<file path="config.mk">
export PLATFORM = sky130hd
export DESIGN_NAME = seg_desc_loader
export DESIGN_NICKNAME = d
export VERILOG_FILES = /design/src/rtl/segld_pkg.sv /design/src/rtl/segld_sel_check.sv /design/src/rtl/segld_unpack.sv /design/src/rtl/segld_limit_scale.sv /design/src/rtl/seg_desc_loader.sv
export SDC_FILE = /design/constraint.sdc
export NUM_CORES = 1
export LEC_CHECK = 0
export ABC_AREA = 1
export BUFFER_PORTS_ARGS = -buffer_cell sky130_fd_sc_hd__buf_2
export CORE_ASPECT_RATIO = 1.25
export CORE_MARGIN = 3
export CORE_UTILIZATION = 35
export DETAILED_ROUTE_END_ITERATION = 16
export GPL_ROUTABILITY_DRIVEN = 0
export GPL_TIMING_DRIVEN = 0
export SYNTH_ARGS = -nofsm -noshare
export SYNTH_HDL_FRONTEND = slang
export SYNTH_SLANG_ARGS = --single-unit
</file>
<file path="constraint.sdc">
create_clock -name clk -period 2.4 [get_ports clk]
set_input_delay 0.12 -clock clk [delete_from_list [all_inputs] [get_ports clk]]
set_output_delay 0.12 -clock clk [all_outputs]
set_load 0.05 [all_outputs]
</file>
<file path="src/rtl/segld_pkg.sv">
package segld_pkg;
    typedef enum logic [1:0] {
        ST_IDLE  = 2'd0,
        ST_RD_LO = 2'd1,
        ST_RD_HI = 2'd2
    } ld_state_e;

    typedef struct packed {
        logic [31:0] base;
        logic [19:0] limit;
        logic [7:0]  access;
        logic [3:0]  flags;
    } seg_cache_t;
endpackage

</file>
<file path="src/rtl/segld_sel_check.sv">
module segld_sel_check #(
    parameter int SEL_W  = 16,
    parameter int ADDR_W = 32,
    parameter int TLIM_W = 16
) (
    input  logic [SEL_W-1:2]  sel_hi,
    input  logic [ADDR_W-1:0] gbase,
    input  logic [TLIM_W-1:0] glimit,
    input  logic [ADDR_W-1:0] lbase,
    input  logic [TLIM_W-1:0] llimit,
    output logic [ADDR_W-1:0] entry_addr,
    output logic              in_range
);
    localparam int IDX_W = SEL_W - 3;

    logic [IDX_W-1:0]  idx;
    logic              use_local;
    logic [ADDR_W-1:0] tbl_base;
    logic [TLIM_W-1:0] tbl_lim;
    logic [IDX_W+2:0]  last_byte;

    always_comb begin
        idx        = sel_hi[SEL_W-1:3];
        use_local  = sel_hi[2];
        tbl_base   = use_local ? lbase  : gbase;
        tbl_lim    = use_local ? llimit : glimit;
        last_byte  = {idx, 3'b111};
        in_range   = ADDR_W'(last_byte) <= ADDR_W'(tbl_lim);
        entry_addr = tbl_base + ADDR_W'({idx, 3'b000});
    end
endmodule

</file>
<file path="src/rtl/segld_unpack.sv">
module segld_unpack
    import segld_pkg::*;
(
    input  logic [63:0] raw,
    output seg_cache_t  fields
);
    always_comb begin
        fields.base   = {raw[63:56], raw[39:16]};
        fields.limit  = {raw[51:48], raw[15:0]};
        fields.access = raw[47:40];
        fields.flags  = raw[55:52];
    end
endmodule

</file>
<file path="src/rtl/segld_limit_scale.sv">
module segld_limit_scale #(
    parameter int LIM_W  = 20,
    parameter int OUT_W  = 32
) (
    input  logic [LIM_W-1:0] limit,
    input  logic             gran,
    output logic [OUT_W-1:0] eff
);
    localparam int PAD_W = OUT_W - LIM_W;

    always_comb begin
        if (gran)
            eff = {limit, {PAD_W{1'b1}}};
        else
            eff = {{PAD_W{1'b0}}, limit};
    end
endmodule

</file>
<file path="src/rtl/seg_desc_loader.sv">
module seg_desc_loader
    import segld_pkg::*;
#(
    parameter int SEL_W  = 16,
    parameter int ADDR_W = 32,
    parameter int TLIM_W = 16,
    parameter int WORD_W = 32
) (
    input  logic              clk,
    input  logic              rst_n,
    input  logic              sel_wr,
    input  logic [SEL_W-1:0]  sel_in,
    input  logic [ADDR_W-1:0] gtab_base,
    input  logic [TLIM_W-1:0] gtab_limit,
    input  logic [ADDR_W-1:0] ltab_base,
    input  logic [TLIM_W-1:0] ltab_limit,
    output logic              mem_req,
    output logic [ADDR_W-1:0] mem_addr,
    input  logic              mem_rvalid,
    input  logic [WORD_W-1:0] mem_rdata,
    output logic              busy,
    output logic              fault,
    output logic              load_done,
    output logic [SEL_W-1:0]  seg_sel,
    output logic [31:0]       seg_base,
    output logic [19:0]       seg_limit,
    output logic [31:0]       seg_limit_eff,
    output logic [7:0]        seg_access,
    output logic [1:0]        seg_dpl,
    output logic [3:0]        seg_flags
);
    localparam int PRESENT_BIT = 15;
    localparam int HI_OFFSET   = WORD_W / 8;

    ld_state_e         state;
    logic [SEL_W-1:0]  sel_q;
    logic [ADDR_W-1:0] addr_q;
    logic [WORD_W-1:0] lo_q;
    seg_cache_t        cache_q;
    seg_cache_t        fetched;
    logic [ADDR_W-1:0] entry_addr;
    logic              in_range;
    logic              hi_present;

    segld_sel_check #(.SEL_W(SEL_W), .ADDR_W(ADDR_W), .TLIM_W(TLIM_W)) u_check (
        .sel_hi     (sel_in[SEL_W-1:2]),
        .gbase      (gtab_base),
        .glimit     (gtab_limit),
        .lbase      (ltab_base),
        .llimit     (ltab_limit),
        .entry_addr (entry_addr),
        .in_range   (in_range)
    );

    segld_unpack u_unpack (
        .raw    ({mem_rdata, lo_q}),
        .fields (fetched)
    );

    segld_limit_scale #(.LIM_W(20), .OUT_W(32)) u_scale (
        .limit (cache_q.limit),
        .gran  (cache_q.flags[3]),
        .eff   (seg_limit_eff)
    );

    assign hi_present = mem_rdata[PRESENT_BIT];

    // State register
    always_ff @(posedge clk or negedge rst_n) begin
        if (!rst_n) begin
            state <= ST_IDLE;
        end else begin
            unique case (state)
                ST_IDLE:  if (sel_wr && in_range) state <= ST_RD_LO;
                ST_RD_LO: if (mem_rvalid)         state <= ST_RD_HI;
                ST_RD_HI: if (mem_rvalid)         state <= ST_IDLE;
                default:                          state <= ST_IDLE;
            endcase
        end
    end

    // Datapath and cache registers
    always_ff @(posedge clk or negedge rst_n) begin
        if (!rst_n) begin
            sel_q     <= '0;
            addr_q    <= '0;
            lo_q      <= '0;
            cache_q   <= '0;
            seg_sel   <= '0;
            fault     <= 1'b0;
            load_done <= 1'b0;
        end else begin
            fault     <= 1'b0;
            load_done <= 1'b0;
            unique case (state)
                ST_IDLE: begin
                    if (sel_wr) begin
                        if (in_range) begin
                            sel_q  <= sel_in;
                            addr_q <= entry_addr;
                        end else begin
                            fault <= 1'b1;
                        end
                    end
                end
                ST_RD_LO: if (mem_rvalid) lo_q <= mem_rdata;
                ST_RD_HI: begin
                    if (mem_rvalid) begin
                        if (hi_present) begin
                            cache_q   <= fetched;
                            seg_sel   <= sel_q;
                            load_done <= 1'b1;
                        end else begin
                            fault <= 1'b1;
                        end
                    end
                end
                default: ;
            endcase
        end
    end

    // Outputs
    always_comb begin
        mem_req  = 1'b0;
        mem_addr = addr_q;
        busy     = 1'b0;
        unique case (state)
            ST_IDLE: ;
            ST_RD_LO: begin
                mem_req = 1'b1;
                busy    = 1'b1;
            end
            ST_RD_HI: begin
                mem_req  = 1'b1;
                busy     = 1'b1;
                mem_addr = addr_q + ADDR_W'(HI_OFFSET);
            end
            default: ;
        endcase
        seg_base   = cache_q.base;
        seg_limit  = cache_q.limit;
        seg_access = cache_q.access;
        seg_dpl    = cache_q.access[6:5];
        seg_flags  = cache_q.flags;
    end

    assert_req_hold_R4: assert property (@(posedge clk) disable iff (!rst_n)
        (mem_req && !mem_rvalid) |=> (mem_req && $stable(mem_addr)));

    assert_fault_quiet_R3: assert property (@(posedge clk) disable iff (!rst_n)
        fault |-> (!busy && !mem_req && $stable(seg_base) && $stable(seg_sel)));

    assert_write_ignored_R9: assert property (@(posedge clk) disable iff (!rst_n)
        (busy && sel_wr) |=> (sel_q == $past(sel_q)));

    assert_done_excl_R11: assert property (@(posedge clk) disable iff (!rst_n)
        !(load_done && fault));

    assert_busy_end_R5: assert property (@(posedge clk) disable iff (!rst_n)
        load_done |-> !busy);
endmodule

</file>
==> results of run 1 <==
[routing by layer]
layer  vias to the layer above  track usage (%)
li1                       4731                -
met1                      4307             24.1
met2                       289             36.6
met3                        49             3.70
met4                         0             8.41
met5                         -                0
[power by group]
group / switching, mW / total, mW / leakage, nW / internal, mW
combinational: 6.69 / 8.96 / 4.80 / 2.26
clock: 1.11 / 2.82 / 0.292 / 1.71
sequential: 0.905 / 4.88 / 2.07 / 3.97
[cell usage in the layout, fill, tap and decap left out, drive strengths merged, types with 6 or more instances in the layout]
master       synthesis  layout
ha                  31      31
nand3               50      50
buf                 20     322
nor3                17      17
nand2              576     576
xnor2               24      24
mux2i               12      12
inv                139     140
dlygate4sd3          0      53
xor2                17      17
o21ai              103     103
or2                  9       9
nor2                49      49
nand4               11      11
clkbuf              29      55
dfrtp              164     164
a21oi               14      14
nand3b               6       6
[registers in the layout, indices dropped and copies added (netlist names)]
name,count
addr_q,32
lo_q,32
seg_base,32
seg_limit,20
seg_sel,16
sel_q,16
seg_access,8
seg_flags,4
state,2
fault,1
load_done,1
[how the worst max path moves through the flow]
stage / slack, ns / to / cells after the start
final: 0.04 / mem_addr[24] / 8
after global routing: -0.1 / mem_addr[30] / 9
after CTS: -0.02 / mem_addr[29] / 10
after detailed placement: -0.62 / addr_q[28] / 18
after global placement: -1.46 / seg_sel[13] / 1
after floorplan: 0.08 / sel_q[2] / 15
[critical path: stages, from the launching register on]
cell,delay [ns]
dfrtp_1,0.39
nand2_2,0.13
nor3_4,0.24
nand2_1,0.11
nor3_4,0.23
nand4_1,0.17
xor2_1,0.21
inv_1,0.10
clkbuf_4,0.23
[what timing repair did]
action | in CTS | in global routing
hold endpoints to repair | 129 | 0
resized for setup | 28 | 45
pin swaps | 7 | 12
setup endpoints to repair | 70 | 74
buffers inserted | 5 | 5
hold buffers | 53 | 0
[area by class of cell]
cell class / count / area, sq um
Timing Repair Buffer: 361 / 2180
Fill cell: 2654 / 13400
Tap cell: 340 / 425
Inverter: 139 / 529
Clock inverter: 8 / 125
Sequential cell: 164 / 4110
Buffer: 47 / 251
Multi-Input combinational cell: 928 / 4610
Clock buffer: 22 / 474
[metrics by stage]
step           TNS, ns  setup WS (ns)  util [%]  std cells
3_5_place_dp    -26.63         -0.618      43.3       1918
2_1_floorplan        0         0.0792         -       1280
6_report             0         0.0405      48.7       2009
3_3_place_gp   -261.71          -1.46      43.1       1917
5_1_grt         -0.251        -0.0999      48.7       2009
4_1_cts        -0.0232        -0.0232      48.1       2005
[kinds of logic (layout without fill, tap and decap cells)]
family                   after synthesis  in the layout
XOR/XNOR                              41             41
AO/OA/AOI/OAI                        122            122
adder cells (fa/ha/maj)               32             32
AND/OR/NAND/NOR                      721            721
flip-flops                           164            164
buffers and inverters                188            577
multiplexers                          12             12
[cell usage after synthesis]
library cell,number
nor4_1,2
a21oi_4,1
and2_1,1
dfrtp_1,164
mux2i_1,12
buf_6,3
o21ai_0,82
or2_2,9
xnor2_1,24
nor2_1,45
xor2_1,17
a21oi_1,13
nor3_1,12
nor3_2,5
buf_4,8
nor2_2,4
nand4_2,1
o32ai_1,1
ha_1,31
o21bai_1,1
fa_1,1
nand2_2,3
nand3b_1,6
nand3_1,50
clkbuf_1,29
nand2_1,573
inv_2,4
o21ai_1,19
inv_1,135
o21ai_2,2
buf_2,9
nand4_1,10
o211ai_1,3
==> summary.md, run 1 <==
| Metric | Value |
|---|---|
| # diodes | `0` |
| DR WL met2 | `15,000 um` |
| Grt ovf | `0` |
| Crit. End Element | `output pin` |
| Clock tree from TritonCTS | `done` |
| Dpl cell area | `11,300 sq um` |
| Max Buffers Root-to-Sink | `2` |
| DRT iter0 DRCs | `314` |
| Clk sinks | `164` |
| DR DRC count | `0` |
| Largest net degree at the start of global routing | `114` |
| Startpoint types | `register` |
| Cts bufs inserted | `17` |
| Worst Hold Path EP | `sel_q[14]` |
| Cell taking the most area after synthesis | `dfrtp_1` |
| Static Leakage | `7.16 nW` |
| Share of cells above drive strength 1 | `24.8%` |
| Nets | `1,838` |
| Share of the synthesized area in the top cell type | `44.0%` |
| Worst hold path class | `in -> reg` |
| Final Hold Fails | `0` |
| Hold path depth | `3` |
| Post-detailed-route wirelength per cell | `14.9 um` |
| Outcome | `complete, no violations` |
| Cell area after layout | `12,700 sq um` |
| Antenna violations before repair | `0` |
| Hold Crit Start | `sel_in[14]` |
| Port bufs | `297` |
| Post-Syn Nets | `1,460` |
| Mapped Cells | `1,280` |
| Met1 WL | `12,600 um` |
| Max Used Layer | `met4` |
| Core Region | `26,100 sq um` |
| WL final | `29,900 um` |
| Clock insertion delay at the later pin of the skew report | `0.43 ns` |
| Worst path arrival time | `2.24 ns` |
| Hpwl dp | `23,200 um` |
| Die area | `28,600 sq um` |
| Die H | `188 um` |
| Number of global-route vias before repair | `9,331` |
| Drt first pass iters | `5` |
| R2R depth | `9` |
| Pwr per Cell Area | `1310 nW/um^2` |
| RSZ-0062 raised after global routing | `yes` |
| Post-Synth Adder-Cell Area | `4.38%` |
| Ports | `298` |
| Mux cell area share after synthesis | `1.29%` |
| CP startpoint | `addr_q[10]` |
| Detailed-route via count | `9,376` |
| CTS root buf | `clkbuf_16` |
| Largest family of logic cells by synthesized area | `simple AND/OR/NAND/NOR gates` |
| Synth area leaders | `dfrtp_1 (44%), nand2_1 (23%), inv_1 (5.4%), o21ai_0 (4.4%), ha_1 (4.2%)` |
| Reg-to-reg endpoint | `seg_access[2]` |
| Vias/cell | `4.67` |
| Mean post-synth cell area | `7.28 sq um` |
| Area delta synth->final | `36.3%` |
| Slew headroom | `58.1%` |
| WL met3 | `1410 um` |
| CP max FO | `4` |
| Crit share post-route | `98.3%` |
| GR Util All Layers | `20.4%` |
| Post-Synth XOR/XNOR Area | `3.85%` |
| Tmin final | `2.36 ns` |
| CP Class | `reg -> out` |
| Remaining antenna violation count | `0` |
| Row count | `66` |
| Hold WS | `0.0265 ns` |
| Total number of H-tree levels | `4` |
| Total power | `16.7 mW` |
| Max_cap viols | `0` |
| Die Span X | `152 um` |
| Slew Viols, Final | `0` |
| Fmax | `424 MHz` |
| Global-route wire length before repair | `47,200 um` |
| Measured slew at the worst slew-check pin | `0.628 ns` |
| Starting Density | `35.7%` |
| Clock slew at reported path FFs | `0.07 ns` |
| Flops & latches, synth | `164` |
| Yosys cell types | `33` |
| Reg2reg start | `state[0]` |
| Req. time, crit path | `2.28 ns` |
| Final Setup Violations | `0` |
| Worst IR Drop VDD | `0.603 mV` |
| Max Clock Skew | `0.0124 ns` |
| Mapped Area | `9320 sq um` |
| Reg-to-reg slack, setup | `0.33 ns` |
| Synth Area in Compound Gates | `6.90%` |
| Synth Area in Simple Gates | `31.3%` |
| Syn. warnings | `0` |
| Sequential area share after synthesis | `44.0%` |
Power figures use the tool's default switching activity.
==> inputs of run 2 (changes only) <==
SETUP_SLACK_MARGIN = 0.15   (was unset)
==> run 2 against run 1 <==
Net effect: sequential power about the same; critical path depth increased by 2; utilization increased by 2.0 points; fmax increased by 1.1%; register-to-register slack about the same; clock skew decreased by 0.0033 ns; power increased by 1.6%; hold slack got worse by 0.014 ns; cell count increased by 1.1%.
==> summary.md, run 2 (synthesis results as in run 1) <==
| Metric | Value |
|---|---|
| CTS root buf | `clkbuf_16` |
| Clock insertion delay at the later pin of the skew report | `0.43 ns (about the same)` |
| Slew headroom | `60.3% (+2.2 points)` |
| Critical path's slowest cell | `dfrtp_1` |
| CP max FO | `7 (+3)` |
| Fmax | `428 MHz (+1.1%)` |
| Remaining antenna violation count | `0 (unchanged)` |
| Outcome | `complete, no violations` |
| Req. time, crit path | `2.28 ns (about the same)` |
| Clk sinks | `164 (unchanged)` |
| Post-route setup TNS | `0 ns (unchanged)` |
| Worst path arrival time | `2.21 ns (-0.03 ns)` |
| Post-detailed-route wirelength per cell | `14.8 um (-0.19%)` |
| Startpoint types | `register` |
| Drt first pass iters | `5 (unchanged)` |
| Crit. End Element | `output pin` |
| Row count | `66 (unchanged)` |
| Measured slew at the worst slew-check pin | `0.595 ns (-0.0330 ns)` |
| Total power | `16.9 mW (+1.6%)` |
| Sw Pwr | `8.94 mW (+2.7%)` |
| CP Class | `reg -> out` |
| Port bufs | `297 (unchanged)` |
| Starting Density | `35.7% (unchanged)` |
| Comb pwr share | `55.1% (+1.3 points)` |
| Nets | `1,858 (+1.1%)` |
| CP Cell Sequence | `inv_2, ha_4, buf_8, clkinv_8, nor3_4, nand4_1, nor3_2, xor2_1, inv_1, buf_6` |
| Slowest stage delay, CP | `0.39 ns (about the same)` |
| Die area | `28,600 sq um (unchanged)` |
| Core Region | `26,100 sq um (unchanged)` |
| Max Clock Skew | `0.00912 ns (-0.00325 ns)` |
| Hpwl dp | `23,200 um (-0.26%)` |
| Most frequent cells in the layout | `nand2_1 (566), buf_2 (277), dfrtp_1 (160)` |
| CP top delay family | `buffers and inverters` |
| GR Util All Layers | `20.8% (+0.41 points)` |
| Share of cells above drive strength 1 | `29.1% (+4.3 points)` |
| Switching Share | `52.8% (+0.52 points)` |
| Static Leakage | `7.40 nW (+3.4%)` |
| Die Span X | `152 um (unchanged)` |
| DRT iter0 DRCs | `341 (+8.6%)` |
| Clock slew at reported path FFs | `0.07 ns (about the same)` |
| Vias/cell | `4.67 (+0.11%)` |
| Slew Viols, Final | `0 (unchanged)` |
| Area delta synth->final | `41.8%` |
| Fillcell total | `2,533 (-4.6%)` |
| Clock power frac | `15.9% (-1.0 points)` |
| Max_cap viols | `0 (unchanged)` |
| Commonest non-fill, non-tap cell in the layout | `nand2_1` |
| Number of global-route vias before repair | `9,416 (+0.91%)` |
| Power share of the sequential group | `29.0% (-0.3 points)` |
| # diodes | `0 (unchanged)` |
| Ports | `298 (unchanged)` |
| Tmin final | `2.33 ns (-0.0252 ns)` |
| Cell Count Post-Placement | `1,918 (unchanged)` |
| WL final | `30,100 um (+0.90%)` |
| Fin cells | `2,031 (+1.1%)` |
| Pwr per Cell Area | `1280 nW/um^2 (-2.3%)` |
| Largest net degree at the start of global routing | `110 (-3.5%)` |
| RSZ-0062 raised after global routing | `yes` |
| Crit share post-route | `97.3% (-1.1 points)` |
| Antenna violations before repair | `0 (unchanged)` |
| Max Buffers Root-to-Sink | `2 (unchanged)` |
| Final Hold Fails | `0 (unchanged)` |
| Worst hold path class | `in -> reg` |
| Grt ovf | `0 (unchanged)` |
| DR DRC count | `0 (unchanged)` |
| Final Setup Violations | `0 (unchanged)` |
| Worst IR Drop VDD | `0.691 mV (+15%)` |
| Global-route wire length before repair | `48,200 um (+2.2%)` |
| Cell internal pwr | `7.99 mW (+0.53%)` |
| Total number of H-tree levels | `4 (unchanged)` |
| Die H | `188 um (unchanged)` |
| Cts bufs inserted | `17 (unchanged)` |
| Detailed-route via count | `9,489 (+1.2%)` |
| Clock tree from TritonCTS | `done` |
| Buffers & Inverters on Critical Path | `5 (+3)` |
[run 2: cell types whose count changed in the layout (fill, tap and decap cells not counted), moves of 4 or more]
cell and change:
buf_2 -8, buf_4 +15, buf_6 +18, clkbuf_1 -20, clkbuf_2 +16, clkbuf_4 -5, ha_1 -5, nand2_1 -5
nand2_2 +4, nand3_1 -4, xnor2_1 -4
[run 2: routing by layer]
metal / up-vias / part of all wire (%) / track usage [%]
li1: 4761 / - / -
met1: 4351 / 41 / 24.8
met3: 50 / 5.1 / 3.31
met5: - / 0 / 0
met4: 0 / 3.1 / 8.44
met2: 327 / 51 / 37.4
[run 2: what timing repair did]
| action | in CTS | in global routing |
|---|---|---|
| resized for setup | 70 | 117 |
| setup buffers | 17 | 13 |
| endpoints found under the hold margin | 126 | 0 |
| hold buffers | 52 | 0 |
| endpoints found under the setup margin | 105 | 86 |
| pin swaps | 19 | 29 |
[run 2: worst min-delay path, delay by kind of cell]
family	cells	cell delay, ns
buffers and inverters	2	0.13
AO/OA/AOI/OAI	1	0.15
[run 2: path summary, 6_finish.rpt]
check	start	to	slack [ns]	depth (start not counted)
worst max-delay path	state[0]	mem_addr[21]	0.07	10
worst max register to register	state[0]	seg_access[3]	0.32	11
worst min register to register	seg_base[13]	seg_base[13]	0.47	2
max in group asynchronous	rst_n	addr_q[8]	1.27	3
min in group asynchronous	rst_n	seg_base[9]	0.20	2
worst min-delay path	mem_rdata[13]	seg_access[5]	0.01	3
[run 2: layout make-up]
class	instances	area, sq um	area share [%]
plain buffers	48	315	2.39
clock buffers	18	439	3.32
clock inverters	14	145	1.10
inverters	139	537	4.06
multi-input cells	928	4840	36.6
flip-flops and latches	164	4110	31.1
well taps	340	425	3.22
repair buffers	380	2410	18.2
[run 2: stage by stage]
step	setup WS [ns]	cell area, sq um	util (%)	hold slack, ns
2_1_floorplan	0.156	9350	-	-0.176
3_3_place_gp	-1.44	11300	43.1	0.326
3_5_place_dp	-0.696	11300	43.3	0.0674
4_1_cts	-0.0254	12800	49.1	0.000376
5_1_grt	-0.0546	13200	50.7	0.0229
6_report	0.0658	13200	50.7	0.0122
[run 2: power by group through the flow]
stage	logic (mW)	clock network (mW)	registers [mW]
after floorplan	4.54	0	6.62
after global placement	8.53	0	4.87
after detailed placement	8.61	0	4.91
after CTS	9.13	2.75	4.86
after global routing	9.99	2.86	5.05
final	9.32	2.70	4.91
